==> src/rtl/kcp_pkg.sv <==
package kcp_pkg;
    typedef enum logic {
        MODE_RUN = 1'b0,
        MODE_CFG = 1'b1
    } kcp_mode_e;

    localparam logic [7:0]  KEY_UNLOCK = 8'h55;
    localparam logic [7:0]  KEY_LOCK   = 8'hAA;
    localparam logic [15:0] BASE_STRAP0 = 16'h03F0;
    localparam logic [15:0] BASE_STRAP1 = 16'h0370;
    localparam int unsigned IDX_BASE_LO = 8'h26;
    localparam int unsigned IDX_BASE_HI = 8'h27;
    localparam int unsigned IDX_DEV_EN  = 8'h30;
endpackage

==> src/rtl/kcp_decode.sv <==
module kcp_decode #(
    parameter int unsigned AW = 16
) (
    input  logic [AW-1:0] io_addr_i,
    input  logic [AW-1:0] base_i,
    input  logic          aen_i,
    input  logic          io_wr_i,
    input  logic          io_rd_i,
    output logic          idx_wr_o,
    output logic          idx_rd_o,
    output logic          dat_wr_o,
    output logic          dat_rd_o
);
    logic [AW-1:0] data_addr;
    logic          at_base;
    logic          at_data;

    always_comb begin
        data_addr = base_i + AW'(1);
        at_base   = !aen_i && (io_addr_i == base_i);
        at_data   = !aen_i && (io_addr_i == data_addr);
        idx_wr_o  = at_base && io_wr_i;
        idx_rd_o  = at_base && io_rd_i;
        dat_wr_o  = at_data && io_wr_i;
        dat_rd_o  = at_data && io_rd_i;
    end
endmodule

==> src/rtl/kcp_mode_fsm.sv <==
module kcp_mode_fsm
    import kcp_pkg::*;
(
    input  logic       clk,
    input  logic       rst,
    input  logic       port_wr_i,
    input  logic [7:0] wdata_i,
    output kcp_mode_e  mode_o,
    output logic [7:0] index_o
);
    typedef struct packed {
        kcp_mode_e  mode;
        logic [7:0] index;
    } fsm_state_t;

    fsm_state_t st_d, st_q;

    always_comb begin
        st_d = st_q;
        if (port_wr_i) begin
            unique case (st_q.mode)
                MODE_RUN: begin
                    if (wdata_i == KEY_UNLOCK) st_d.mode = MODE_CFG;
                end
                MODE_CFG: begin
                    if (wdata_i == KEY_LOCK) st_d.mode  = MODE_RUN;
                    else                     st_d.index = wdata_i;
                end
                default: st_d.mode = MODE_RUN;
            endcase
        end
    end

    always_ff @(posedge clk) begin
        if (rst) begin
            st_q.mode  <= MODE_RUN;
            st_q.index <= 8'h00;
        end else begin
            st_q <= st_d;
        end
    end

    assign mode_o  = st_q.mode;
    assign index_o = st_q.index;

    p_enter_r2: assert property (@(posedge clk) disable iff (rst)
        (mode_o == MODE_RUN && port_wr_i && wdata_i == KEY_UNLOCK) |=> (mode_o == MODE_CFG));

    p_exit_r3: assert property (@(posedge clk) disable iff (rst)
        (mode_o == MODE_CFG && port_wr_i && wdata_i == KEY_LOCK) |=> (mode_o == MODE_RUN));

    p_index_load_r10: assert property (@(posedge clk) disable iff (rst)
        (mode_o == MODE_CFG && port_wr_i && wdata_i != KEY_LOCK)
            |=> (mode_o == MODE_CFG && index_o == $past(wdata_i)));

    p_hold_r8: assert property (@(posedge clk) disable iff (rst)
        !port_wr_i |=> ($stable(mode_o) && $stable(index_o)));
endmodule

==> src/rtl/kcp_regfile.sv <==
module kcp_regfile
    import kcp_pkg::*;
#(
    parameter int unsigned DEPTH = 64,
    parameter int unsigned NDEV  = 8
) (
    input  logic            clk,
    input  logic            rst,
    input  logic            strap_i,
    input  logic            wr_en_i,
    input  logic [7:0]      idx_i,
    input  logic [7:0]      wdata_i,
    output logic [7:0]      rdata_o,
    output logic [15:0]     base_o,
    output logic [NDEV-1:0] dev_en_o
);
    localparam int unsigned IW = $clog2(DEPTH);

    typedef struct {
        logic [7:0] r [DEPTH];
    } rf_state_t;

    rf_state_t rf_d, rf_q;
    logic      in_range;
    logic [15:0] strap_base;

    always_comb begin
        in_range   = (32'(idx_i) < DEPTH);
        strap_base = strap_i ? BASE_STRAP1 : BASE_STRAP0;
        rf_d       = rf_q;
        if (wr_en_i && in_range) begin
            rf_d.r[idx_i[IW-1:0]] = wdata_i;
        end
        rdata_o = in_range ? rf_q.r[idx_i[IW-1:0]] : 8'h00;
    end

    for (genvar g = 0; g < DEPTH; g++) begin : g_reg
        always_ff @(posedge clk) begin
            if (rst) begin
                if (g == IDX_BASE_LO)      rf_q.r[g] <= strap_base[7:0];
                else if (g == IDX_BASE_HI) rf_q.r[g] <= strap_base[15:8];
                else                       rf_q.r[g] <= 8'h00;
            end else begin
                rf_q.r[g] <= rf_d.r[g];
            end
        end
    end

    assign base_o   = {rf_q.r[IDX_BASE_HI], rf_q.r[IDX_BASE_LO]};
    assign dev_en_o = rf_q.r[IDX_DEV_EN][NDEV-1:0];

    p_strap_base_r4: assert property (@(posedge clk) disable iff (rst)
        $fell(rst) |-> (base_o == ($past(strap_i) ? BASE_STRAP1 : BASE_STRAP0)));

    p_dev_hold_r6: assert property (@(posedge clk) disable iff (rst)
        !wr_en_i |=> ($stable(dev_en_o) && $stable(base_o)));

    p_wide_drop_r12: assert property (@(posedge clk) disable iff (rst)
        (wr_en_i && idx_i >= 8'(DEPTH)) |=> ($stable(dev_en_o) && $stable(base_o)));
endmodule

==> src/rtl/kcp_top.sv <==
module kcp_top
    import kcp_pkg::*;
#(
    parameter int unsigned DEPTH = 64,
    parameter int unsigned NDEV  = 8
) (
    input  logic            clk,
    input  logic            rst,
    input  logic            strap_i,
    input  logic [15:0]     io_addr_i,
    input  logic [7:0]      io_wdata_i,
    input  logic            io_wr_i,
    input  logic            io_rd_i,
    input  logic            aen_i,
    output logic [7:0]      io_rdata_o,
    output logic            io_oe_o,
    output logic            cfg_mode_o,
    output logic [NDEV-1:0] dev_en_o
);
    logic [15:0] base;
    logic        idx_wr, idx_rd, dat_wr, dat_rd;
    kcp_mode_e   mode;
    logic [7:0]  index;
    logic [7:0]  reg_rdata;
    logic        in_cfg;

    kcp_decode #(.AW(16)) u_dec (
        .io_addr_i (io_addr_i),
        .base_i    (base),
        .aen_i     (aen_i),
        .io_wr_i   (io_wr_i),
        .io_rd_i   (io_rd_i),
        .idx_wr_o  (idx_wr),
        .idx_rd_o  (idx_rd),
        .dat_wr_o  (dat_wr),
        .dat_rd_o  (dat_rd)
    );

    kcp_mode_fsm u_fsm (
        .clk       (clk),
        .rst       (rst),
        .port_wr_i (idx_wr),
        .wdata_i   (io_wdata_i),
        .mode_o    (mode),
        .index_o   (index)
    );

    assign in_cfg = (mode == MODE_CFG);

    kcp_regfile #(.DEPTH(DEPTH), .NDEV(NDEV)) u_rf (
        .clk      (clk),
        .rst      (rst),
        .strap_i  (strap_i),
        .wr_en_i  (dat_wr && in_cfg),
        .idx_i    (index),
        .wdata_i  (io_wdata_i),
        .rdata_o  (reg_rdata),
        .base_o   (base),
        .dev_en_o (dev_en_o)
    );

    always_comb begin
        io_oe_o    = in_cfg && (idx_rd || dat_rd) && !rst;
        io_rdata_o = 8'h00;
        if (io_oe_o) io_rdata_o = idx_rd ? index : reg_rdata;
    end

    assign cfg_mode_o = in_cfg;

    p_oe_read_only_r9: assert property (@(posedge clk) disable iff (rst)
        io_oe_o |-> (io_rd_i && cfg_mode_o));

    p_aen_block_r8: assert property (@(posedge clk) disable iff (rst)
        aen_i |-> (!io_oe_o));

    p_aen_mode_r8: assert property (@(posedge clk) disable iff (rst)
        aen_i |=> $stable(cfg_mode_o));

    p_run_quiet_r6: assert property (@(posedge clk) disable iff (rst)
        !cfg_mode_o |=> $stable(dev_en_o));
endmodule

==> config.mk <==
export PLATFORM = sky130hd
export DESIGN_NAME = kcp_top
export DESIGN_NICKNAME = d
export VERILOG_FILES = /design/src/rtl/kcp_pkg.sv /design/src/rtl/kcp_decode.sv /design/src/rtl/kcp_mode_fsm.sv /design/src/rtl/kcp_regfile.sv /design/src/rtl/kcp_top.sv
export SDC_FILE = /design/constraint.sdc
export NUM_CORES = 1
export LEC_CHECK = 0
export ABC_AREA = 1
export BUFFER_PORTS_ARGS = -buffer_cell sky130_fd_sc_hd__buf_2
export CELL_PAD_IN_SITES_DETAIL_PLACEMENT = 1
export CELL_PAD_IN_SITES_GLOBAL_PLACEMENT = 2
export CORE_MARGIN = 5
export CORE_UTILIZATION = 35
export DETAILED_ROUTE_END_ITERATION = 10
export PLACE_DENSITY_LB_ADDON = 0.1
export SLEW_MARGIN = 20
export SYNTH_ARGS = -nofsm -noshare
export SYNTH_HDL_FRONTEND = slang
export SYNTH_SLANG_ARGS = --single-unit
==> constraint.sdc <==
create_clock -name clk -period 3.1 [get_ports clk]
set_input_delay 0.62 -clock clk [delete_from_list [all_inputs] [get_ports clk]]
set_output_delay 0.62 -clock clk [all_outputs]
set_load 0.05 [all_outputs]
==> flow_summary.toml, run 1 <==
[synth]
gate_count_after_technology_mapping = 4999
synthTopCellsByArea = "dfxtp_1, nand2_1, nor2_1, inv_1, o21ai_0"
yosys_warnings = 0
ys_ff_latch = 521
synth-edff-count = 16
synth.top_cell.area_share_pct = 33.6
postSynth.topFlopCell = "dfxtp_1"
syn-mean-instance-area_um2 = 6.01
async_flop_share_pct = 0
post_synth_instance_area_um2 = 30100
synth_cell_type_count = 38
ys_seq_area_share_pct = 35.2
synth.largest_area_cell = "dfxtp_1"
postSynthNetCount = 5030

[placement]
numPlacedInstances = 6121
placement.io_buffers = 47
routabilityCongestion = 0.864
detailed_place_hpwl_mm = 75.1

[route]
vias_after_detailed_routing = 29885
wl_per_cell_um = 18.9
dr.pass1.iters = 7
drc = 0
drt_iter0_drc = 1816
final_antenna_net_count = 0
routed_wire_length_mm = 119
via_per_inst = 4.76

[sta]
final.setup.worst_slack_ps = -434
worst_max_slew_pin_slew_ps = 1110
final_clock_skew_ps = 30.2
post-route-period-util_pct = 114
timing.final.setup_violations = 9
tns_ps = -3010
worst_hold_check_slack_ps = 372
grt_setup_unrepaired = "true"
final_max_slew_viol_count = 0
period_needed_ps = 3530
worst_slew_margin_rel_pct = 25.7
clock.fmax_ghz = 0.283
final-hold-violation-count = 0

[power]
leakagePower_nw = 18.8
vdd_ir_drop_max_mv = 0.321
cellPowerDensity_nw_per_um2 = 427
total_power_w = 0.0154

[die]
ios = 48
floorplan.die.height_um = 303
core.rowCount = 107
die_area_um2 = 91900
fp.dieW_um = 303
fp.coreArea_um2 = 85300
initial_core_util_pct = 35.3

[global_routing]
grtUsageMet2_pct = 41.4
grt_start_max_net_pins = 201
groute.layer.met1.usage_pct = 36.1
grt.busiest_layer = "met2"
first_pass_grt_wire_length_mm = 181
grt_pass1_vias = 29953
groute.layer.met3.usage_pct = 2.78
grt_overflow = 0
grt_antenna_before_repair = 1
groute.usage.overall_pct = 25.4

[hold_path]
worstHoldPathType = "in2reg"

[cells_and_area]
post_route_cells_drive_above_1_share_pct = 12.2
design.final.nets = 5123
insertedDiodeCount = 0
final_core_util_pct = 42.2
layout.cells.non_filler = 6283
syn2layout_area_growth_pct = 19.7

[setup_path]
worst_path_bufs_invs = 3
worstPathArrival_ps = 2910
critical_path.top_delay_family = "simple AND/OR/NAND/NOR gates"
criticalPathCategory = "reg2out"
timing.critical_path.from_type = "flip-flop"
cp.required_ps = 2480
slowest_delay_ps = 390
timing.reg2reg.setup_slack_ps = 160
crit_path_frequent_cell = "nand2_1"
cells_along_the_critical_path = "buf_12, bufbuf_16, o21ai_1, nand2_1, nand2_1, nand2_1, nand2_1, nand2_2, nand2_1, nor2_1, nand2_1, a21oi_2, nor2_4, buf_12"
worst-path-max-fanout = 10
critical_path_slowest_stage_cell = "dfxtp_4"
worst_setup_path_end_kind = "primary output"

[clock_network]
clock_tree.root_cell = "clkbuf_16"
cts_buffers = 70
worst_setup_hold_path_clk_slew_ps = 50
tritoncts = "yes"
clock_latency_at_the_later_pin_of_the_worst_skew_pair_ps = 610
ctsLongestPathBuffers = 3
cts.hold.buffers_added = 0
cts_num_sinks = 521
htreeDepth = 3

[job]
max_cap_viol_count = 0

[status]
outcome = "finished, violations left"
failed_checks = "setup timing"
==> metal layers <==
layer	share of wire [%]	vias to the layer above
li1	-	15104
met1	49	14153
met2	45	491
met3	3.9	137
met4	2.1	0
met5	0	-
==> path summary, 6_finish.rpt <==
kind	cells after the start	end	start
max	14	io_rdata_o[4]	u_fsm.index_o[0]
min	2	u_fsm.mode_o	rst
max reg2reg	14	u_rf.rf_q[341]	u_rf.base_o[0]
min reg2reg	4	u_rf.rf_q[162]	u_rf.rf_q[162]
==> synth_stat cells, types with 2 or more instances <==
cell and count:
dfxtp_1 505, o21ai_0 266, nor4_1 4, buf_8 6, nand4_4 60, nand4_1 11, a21oi_1 16, buf_12 4
buf_1 22, nand3_4 40, clkbuf_1 108, inv_2 6, o21bai_1 2, o21a_1 3, nand3_1 49, xor2_1 4
inv_1 565, o22ai_1 12, nand2_1 1997, buf_4 18, edfxtp_1 16, nor3_1 2, buf_6 7, nor2_2 2
nand3_2 6, buf_2 93, nor2_1 1153, nor3_2 6, nor3_4 2, clkinv_1 3, nor2_4 2, nand3b_1 2
nand2_2 2
==> state kept, by name, summed over array words and instances (netlist names) <==
| name | cells |
|---|---|
| u_fsm.mode_o | 1 |
| u_rf.dev_en_o | 8 |
| u_rf.rf_q | 488 |
| u_rf.base_o | 16 |
| u_fsm.index_o | 8 |
==> logic make-up after synthesis <==
family	Yosys count	synth area share [%]
adder cells (fa/ha/maj)	1	0.0416
AND/OR/NAND/NOR	3340	47.9
AO/OA/AOI/OAI	300	5.11
buffers and inverters	832	11.6
XOR/XNOR	5	0.146
flip-flops	521	35.2
==> per-stage QoR <==
step	area, µm²	setup slack (ps)
after floorplan	30100	40.0
after global routing	36000	-548
final	36000	-434
after detailed placement	32500	-175
after global placement	32500	-229
after CTS	35600	-394
==> placed cells by master, fill, tap and decap left out, drive strengths merged, types with 2 or more instances in the layout <==
master	count
nand3	95
nand3b	2
o21bai	4
nand4	71
o21ai	266
a21oi	16
o22ai	12
nand2	1999
dfxtp	505
xor2	4
clkinvlp	3
nor3	10
o21a	3
clkbuf	103
clkinv	15
nor2	1158
buf	268
edfxtp	16
inv	577
bufbuf	4
nor4	4
==> where the power goes <==
| part | leakage (nW) | switching, W | internal [W] | total (W) |
|---|---|---|---|---|
| Combinational | 13.5 | 0.000465 | 0.000107 | 0.000572 |
| Sequential | 4.23 | 0.0000162 | 0.00674 | 0.00676 |
| Clock | 1.11 | 0.00331 | 0.00474 | 0.00805 |
==> area by class of cell <==
| type | count | area (µm²) |
|---|---|---|
| inverter | 574 | 2180 |
| tap | 1144 | 1430 |
| fill | 11289 | 49300 |
| clock buffer | 97 | 2070 |
| timing repair buffer | 278 | 3120 |
| sequential | 521 | 10600 |
| clock inverter | 22 | 163 |
| multi-input combinational | 3647 | 16400 |
==> what timing repair did <==
| action | in CTS | in global routing |
|---|---|---|
| endpoints found under the setup margin | 9 | 76 |
| cloned | 9 | 6 |
| pin swaps | 21 | 22 |
| hold endpoints to repair | 0 | 0 |
| buffers inserted | 23 | 6 |
| resized for setup | 160 | 70 |
Note: power is estimated with default switching activity, not from simulation.
==> inputs of run 2 (changes only) <==
- CORE_UTILIZATION: 35 -> 36
- SYNTH_HIERARCHICAL: unset -> 1
==> run 2 against run 1 <==
Effect of this change: combinational power up 14%; sequential power barely moved; power fell by 3.0%; synthesized cell count down 25%; cell count fell by 22%; register-to-register slack got worse by 170 ps; the run still ends with setup timing left; sequential cell count unchanged; clock power decreased by 6.7%; largest power group unchanged.
==> flow_summary.toml, run 2 <==
[status]
outcome = "finished, violations left"
failed_checks = "setup timing"

[placement]
routabilityCongestion = 0.852
placement.io_buffers = 47
numPlacedInstances = 4744
pre_cts_slack_ps = -236
postPlaceCellArea_um2 = 28300
detailed_place_hpwl_mm = 65.4

[global_routing]
first_pass_grt_wire_length_mm = 153
grt_overflow = 0
grt_pass1_vias = 26043
grt_antenna_before_repair = 0
groute.usage.overall_pct = 26.1
grt_start_max_net_pins = 115

[synth]
yosys_warnings = 6
async_flop_share_pct = 0
synth-xor-area-share_pct = 0.419
combinational_family_with_the_most_area_after_synthesis = "compound AO/OA/AOI/OAI gates"
synth.area.mux_share_pct = 0
synth.top_cell.area_share_pct = 40.3
synth_cell_type_count = 34
ys_ff_latch = 521
synth-compound-area-share_pct = 22.4
postSynthNetCount = 3770
synth-edff-count = 16
syn-mean-instance-area_um2 = 6.70
post-synth-top-count-cell = "nand2_1"
post_synth_instance_area_um2 = 25100
synth_adder_area_share_pct = 0.0499
ys_seq_area_share_pct = 42.2
post_synth_and_or_nand_nor_area_fraction_pct = 21.5
list_of_most_frequent_post_synthesis_cells = "nand2_1, o21ai_0, inv_1"
gate_count_after_technology_mapping = 3739
postSynth.topFlopCell = "dfxtp_1"
synth.largest_area_cell = "dfxtp_1"
synthTopCellsByArea = "dfxtp_1, o21ai_0, nand2_1, a21oi_1, inv_1"

[clock_network]
cts_buffers = 60
cts_num_sinks = 521
worst_setup_hold_path_clk_slew_ps = 60
clock_tree.root_cell = "clkbuf_16"
cts.hold.buffers_added = 0
clock_latency_at_the_later_pin_of_the_worst_skew_pair_ps = 650
ctsLongestPathBuffers = 3
htreeDepth = 2
tritoncts = "yes"

[setup_path]
timing.critical_path.from_type = "flip-flop"
timing.reg2reg.setup_slack_ps = -10
cp.required_ps = 2480
critical_path_slowest_stage_cell = "dfxtp_4"
crit_path_frequent_cell = "buf_6"
worstPathArrival_ps = 3020
critical_path.top_delay_family = "buffers and inverters"
slowest_delay_ps = 390
cells_along_the_critical_path = "buf_6, buf_12, buf_6, clkbuf_16, or2_2, nand3_2, nand2_2, o21ai_4, nand2_4, nor2_4, a21oi_1, inv_1, nor2_2, nor2_1, buf_4, nor2_4, buf_6"
worst_setup_path_end_kind = "primary output"
end_of_the_worst_register_to_register_path = "u_rf/rf_q[316]"
ff2ff_path_depth = 22
worst-path-max-fanout = 10
worst_path_bufs_invs = 7
reg2reg_from = "u_rf/base_o[1]"
criticalPathCategory = "reg2out"

[hold_path]
timing.hold.worst_endpoint = "u_rf/base_o[7]"
hold_path_depth = 2
hold_path.startpoint = "strap_i"
worstHoldPathType = "in2reg"

[sta]
final-hold-violation-count = 0
worst_slew_margin_rel_pct = 53.7
tns_ps = -4560
timing.final.setup_violations = 22
post-route-period-util_pct = 118
clock.fmax_ghz = 0.274
final.setup.worst_slack_ps = -543
final_clock_skew_ps = 29.2
final_max_slew_viol_count = 0
period_needed_ps = 3640
worst_max_slew_pin_slew_ps = 692
grt_setup_unrepaired = "true"

[power]
cellPowerDensity_nw_per_um2 = 460
total_power_w = 0.0149
leakagePower_nw = 13.6
vdd_ir_drop_max_mv = 0.418

[cells_and_area]
post_route_cells_drive_above_1_share_pct = 20.4
insertedDiodeCount = 0
final_cell_area_um2 = 32400
mostFrequentLayoutCells = "nand2_1, dfxtp_1, inv_1"
largest_reg_flops = 488
design.final.nets = 3979
syn2layout_area_growth_pct = 29.4
layout.cells.non_filler = 4928
layout_commonest_cell = "nand2_1"

[route]
final_antenna_net_count = 0
via_per_inst = 5.19
drt_iter0_drc = 1566
vias_after_detailed_routing = 25560
dr.pass1.iters = 5
wl_per_cell_um = 20.6
routed_wire_length_mm = 102
drc = 0

[die]
ios = 48
fp.coreArea_um2 = 68800
floorplan.die.height_um = 274
fp.dieW_um = 274
core.rowCount = 96
initial_core_util_pct = 36.4
die_area_um2 = 75000

[job]
max_cap_viol_count = 0
-- run 2: cell count changes in the layout (fill, tap and decap cells not counted), sizes merged, moves of 6 or more --
cell    before  now
clkbuf     103   92
a21oi       16  497
or2          1   49
nor2      1158  217
nand2     1999  733
o211ai       0   19
nand4       71    5
inv        577  526
nand3       95  253
o22ai       12    0
bufinv       1    7
o21ai      266  591
buf        268  430
-- run 2: what timing repair did --
| action | CTS | global route |
|---|---|---|
| cloned | 12 | 7 |
| resized for setup | 188 | 281 |
| buffers inserted | 28 | 28 |
| endpoints found under the setup margin | 116 | 471 |
| pin swaps | 41 | 61 |
-- run 2: cell families after synthesis --
logic type	after synthesis
AO/OA/AOI/OAI	1109
AND/OR/NAND/NOR	1272
XOR/XNOR	12
buffers and inverters	824
flip-flops	521
adder cells (fa/ha/maj)	1
-- run 2: final cells by class --
| class | count | area [µm²] |
|---|---|---|
| repair inverters | 4 | 33.8 |
| flip-flops and latches | 521 | 10600 |
| inverters | 531 | 2040 |
| repair buffers | 435 | 4610 |
| clock buffers | 89 | 1770 |
| fillers | 8634 | 36400 |
| clock inverters | 22 | 302 |
| well taps | 931 | 1160 |
| multi-input cells | 2395 | 11900 |
-- run 2: per-layer routing --
metal | routed length, µm | share of wire [%] | up-vias | global-route usage [%]
li1 | - | - | 12387 | -
met1 | 46400 | 46 | 12529 | 35.4
met2 | 47700 | 47 | 466 | 44.1
met3 | 4450 | 4.4 | 178 | 3.28
met4 | 3100 | 3.1 | 0 | 7.12
met5 | 0 | 0 | - | 0
-- run 2: metrics by stage --
stage / util (%) / hold slack, ps
after floorplan: - / 420
after global placement: 41.1 / 431
after detailed placement: 41.1 / 444
after CTS: 45.7 / 312
after global routing: 47.1 / 331
final: 47.1 / 326
-- run 2: how the worst max path moves through the flow --
stage                                 from              to  slack [ps]  cells after the start
after detailed placement      io_addr_i[6]  u_rf/rf_q[311]        -240                     19
after CTS                 u_fsm/index_o[0]   io_rdata_o[1]        -620                     16
after floorplan             u_rf/base_o[0]   io_rdata_o[0]         130                     13
after global placement        io_addr_i[6]   io_rdata_o[1]        -160                     14
after global routing      u_fsm/index_o[0]   io_rdata_o[0]        -650                     16
final                     u_fsm/index_o[0]   io_rdata_o[0]        -540                     17
-- run 2: report_power, final --
| part | leakage, nW | internal, W | switching, W | total (W) |
|---|---|---|---|---|
| combinational | 8.39 | 0.000177 | 0.000475 | 0.000652 |
| sequential | 4.23 | 0.00674 | 0.0000157 | 0.00675 |
| clock | 1.02 | 0.00452 | 0.00300 | 0.00751 |
==> inputs of run 3 (changes only) <==
- CORE_MARGIN: 5 -> 3
==> run 3 against run 2 <==
Effect of this change: the run still ends with setup timing left; first-iteration DRC count shrank 9.0%; largest cell class unchanged; maximum frequency is essentially flat; cell count shrank 0.49%; routed wire length grew 0.90%; global-route usage grew 0.85 points; register-to-register slack lost 110 ps; worst hold slack gained 49 ps; count of clock-buffer cells in the layout grew 12; critical endpoint is now io_rdata_o[6]; highest routed layer is now met5; clock skew shrank 12 ps; power shrank 0.57%; sequential power is essentially flat; core utilization grew 0.30 points.
==> flow_summary.toml, run 3 (synthesis results as in run 2) <==
[setup_path]
critical_path_slowest_stage_cell = "dfxtp_4"
worst_path_bufs_invs = 6
slowest_delay_ps = 360
ff2ff_path_depth = 22
cp.required_ps = 2480
worst_setup_path_end_kind = "primary output"
critical_path.top_delay_family = "buffers and inverters"
criticalPathCategory = "reg2out"
worstPathArrival_ps = 3020
crit_cells = 16
timing.reg2reg.setup_slack_ps = -120
end_of_the_worst_register_to_register_path = "u_rf/rf_q[243]"
worst-path-max-fanout = 8
cells_along_the_critical_path = "buf_12, buf_12, inv_12, buf_4, nand2_1, nand3_1, nand2_1, o21ai_1, nand2_1, nor2_4, a21oi_1, inv_1, nor2_2, nor2_4, nor2_4, buf_6"
reg2reg_from = "u_rf/base_o[2]"
timing.critical_path.from_type = "flip-flop"

[placement]
placement.io_buffers = 47
routabilityCongestion = 0.847
detailed_place_hpwl_mm = 65.6

[sta]
grt_setup_unrepaired = "true"
period_needed_ps = 3640
final.setup.worst_slack_ps = -541
final_clock_skew_ps = 17.4
final-hold-violation-count = 0
final_max_slew_viol_count = 0
worst_slew_margin_rel_pct = 49.6
clock.fmax_ghz = 0.275
tns_ps = -13650
timing.final.setup_violations = 243
post-route-period-util_pct = 117
worst_max_slew_pin_slew_ps = 756

[clock_network]
tritoncts = "yes"
ctsLongestPathBuffers = 3
clock_latency_at_the_later_pin_of_the_worst_skew_pair_ps = 630
cts_num_sinks = 521
cts.hold.buffers_added = 0
cts_buffers = 61
clock_tree.root_cell = "clkbuf_16"
htreeDepth = 2
worst_setup_hold_path_clk_slew_ps = 60

[global_routing]
grt_antenna_before_repair = 2
grt_overflow = 0
groute.usage.overall_pct = 27.0
grt_pass1_vias = 25788
grt_start_max_net_pins = 115
first_pass_grt_wire_length_mm = 154

[power]
pwr-share-clk_pct = 50.1
cellPowerDensity_nw_per_um2 = 455
power.share.switching_pct = 23.4
leakagePower_nw = 13.6
p_seq_share_pct = 45.6
vdd_ir_drop_max_mv = 0.486
switchingPower_w = 0.00348
combinationalPowerShare_pct = 4.3
internal_power_w = 0.0114
total_power_w = 0.0148

[cells_and_area]
layout_commonest_cell = "nand2_1"
syn2layout_area_growth_pct = 30.2
design.final.nets = 3951
largest_reg_flops = 488
post_route_cells_drive_above_1_share_pct = 21.5
fillerInstances = 8508
final_core_util_pct = 47.4
mostFrequentLayoutCells = "nand2_1, inv_1, dfxtp_1"

[hold_path]
worstHoldPathType = "in2reg"
hold_path.startpoint = "strap_i"
hold_path_depth = 2
timing.hold.worst_endpoint = "u_rf/base_o[7]"

[die]
core.rowCount = 96
ios = 48
initial_core_util_pct = 36.4
floorplan.die.height_um = 270
fp.dieW_um = 270
fp.coreArea_um2 = 68800
die_area_um2 = 72800

[status]
outcome = "finished, violations left"
failed_checks = "setup timing"

[route]
final_antenna_net_count = 0
via_per_inst = 5.23
vias_after_detailed_routing = 25668
drc = 0
wl_per_cell_um = 20.9
dr.pass1.iters = 5
routed_wire_length_mm = 103
drt_iter0_drc = 1425

[job]
max_cap_viol_count = 0
[run 3: changes by cell type in the layout (fill, tap and decap cells not counted), moves of 11 or more]
cell	delta
nand2_1	-31
nand3_2	+11
o21ai_0	-27
buf_4	-41
nand2_2	+29
o21ai_2	+24
nand3_1	-12
[run 3: worst max path at each step]
stage,startpoint,to,slack (ps)
final,u_fsm/index_o[0],io_rdata_o[6],-540
after detailed placement,u_fsm/index_o[5],io_rdata_o[7],-250
after floorplan,u_rf/base_o[0],io_rdata_o[0],130
after global placement,io_addr_i[6],u_rf/rf_q[114],-200
after global routing,u_fsm/index_o[0],io_rdata_o[6],-680
after CTS,u_fsm/index_o[0],io_rdata_o[6],-600
[run 3: worst register-to-register path, delay by kind of cell (launching register included)]
kind	cells	cell delay (ps)
AOI/OAI and AO/OA	2	250
and+or+nand+nor	12	1250
buffers and inverters	8	1080
DFF	1	500
[run 3: layer usage]
metal  global-route usage [%]  part of all wire, %  up-vias
li1                         -                    -    12338
met1                     36.5                   47    12740
met2                     45.2                   47      478
met3                     3.82                  3.8      110
met4                     6.82                  2.1        2
met5                        0               0.0068        -
[run 3: what timing repair did]
item | 4_1_cts | 5_1_grt
setup buffers | 28 | 44
pin swaps | 60 | 93
resized for setup | 214 | 350
gates cloned | 18 | 8
setup endpoints to repair | 225 | 503
[run 3: final cells by class]
type	instances	area, µm²	area share [%]
multi-input combinational	2394	12200	37.2
sequential	521	10600	32.5
timing repair buffer	407	4550	13.9
inverter	531	2050	6.28
clock buffer	101	1930	5.91
tap	931	1160	3.57
clock inverter	12	139	0.426
timing repair inverter	4	36.3	0.111
antenna	3	7.51	0.0230
[run 3: per-stage QoR]
step           cell area [µm²]  worst slack (ps)  cells  hold WS, ps
6_report                 32600              -541   4904          375
2_1_floorplan            25100               134   3739          420
5_1_grt                  32600              -680   4901          355
4_1_cts                  31500              -598   4859          350
3_3_place_gp             28100              -204   4700          428
3_5_place_dp             28100              -255   4700          445
[run 3: power groups by stage]
stage                     Clock, W  Sequential [W]  Combinational (W)
after global placement           0         0.00691           0.000575
after detailed placement         0         0.00691           0.000593
after floorplan                  0         0.00689           0.000341
after global routing       0.00790         0.00676           0.000696
after CTS                  0.00761         0.00676           0.000605
final                      0.00743         0.00676           0.000642
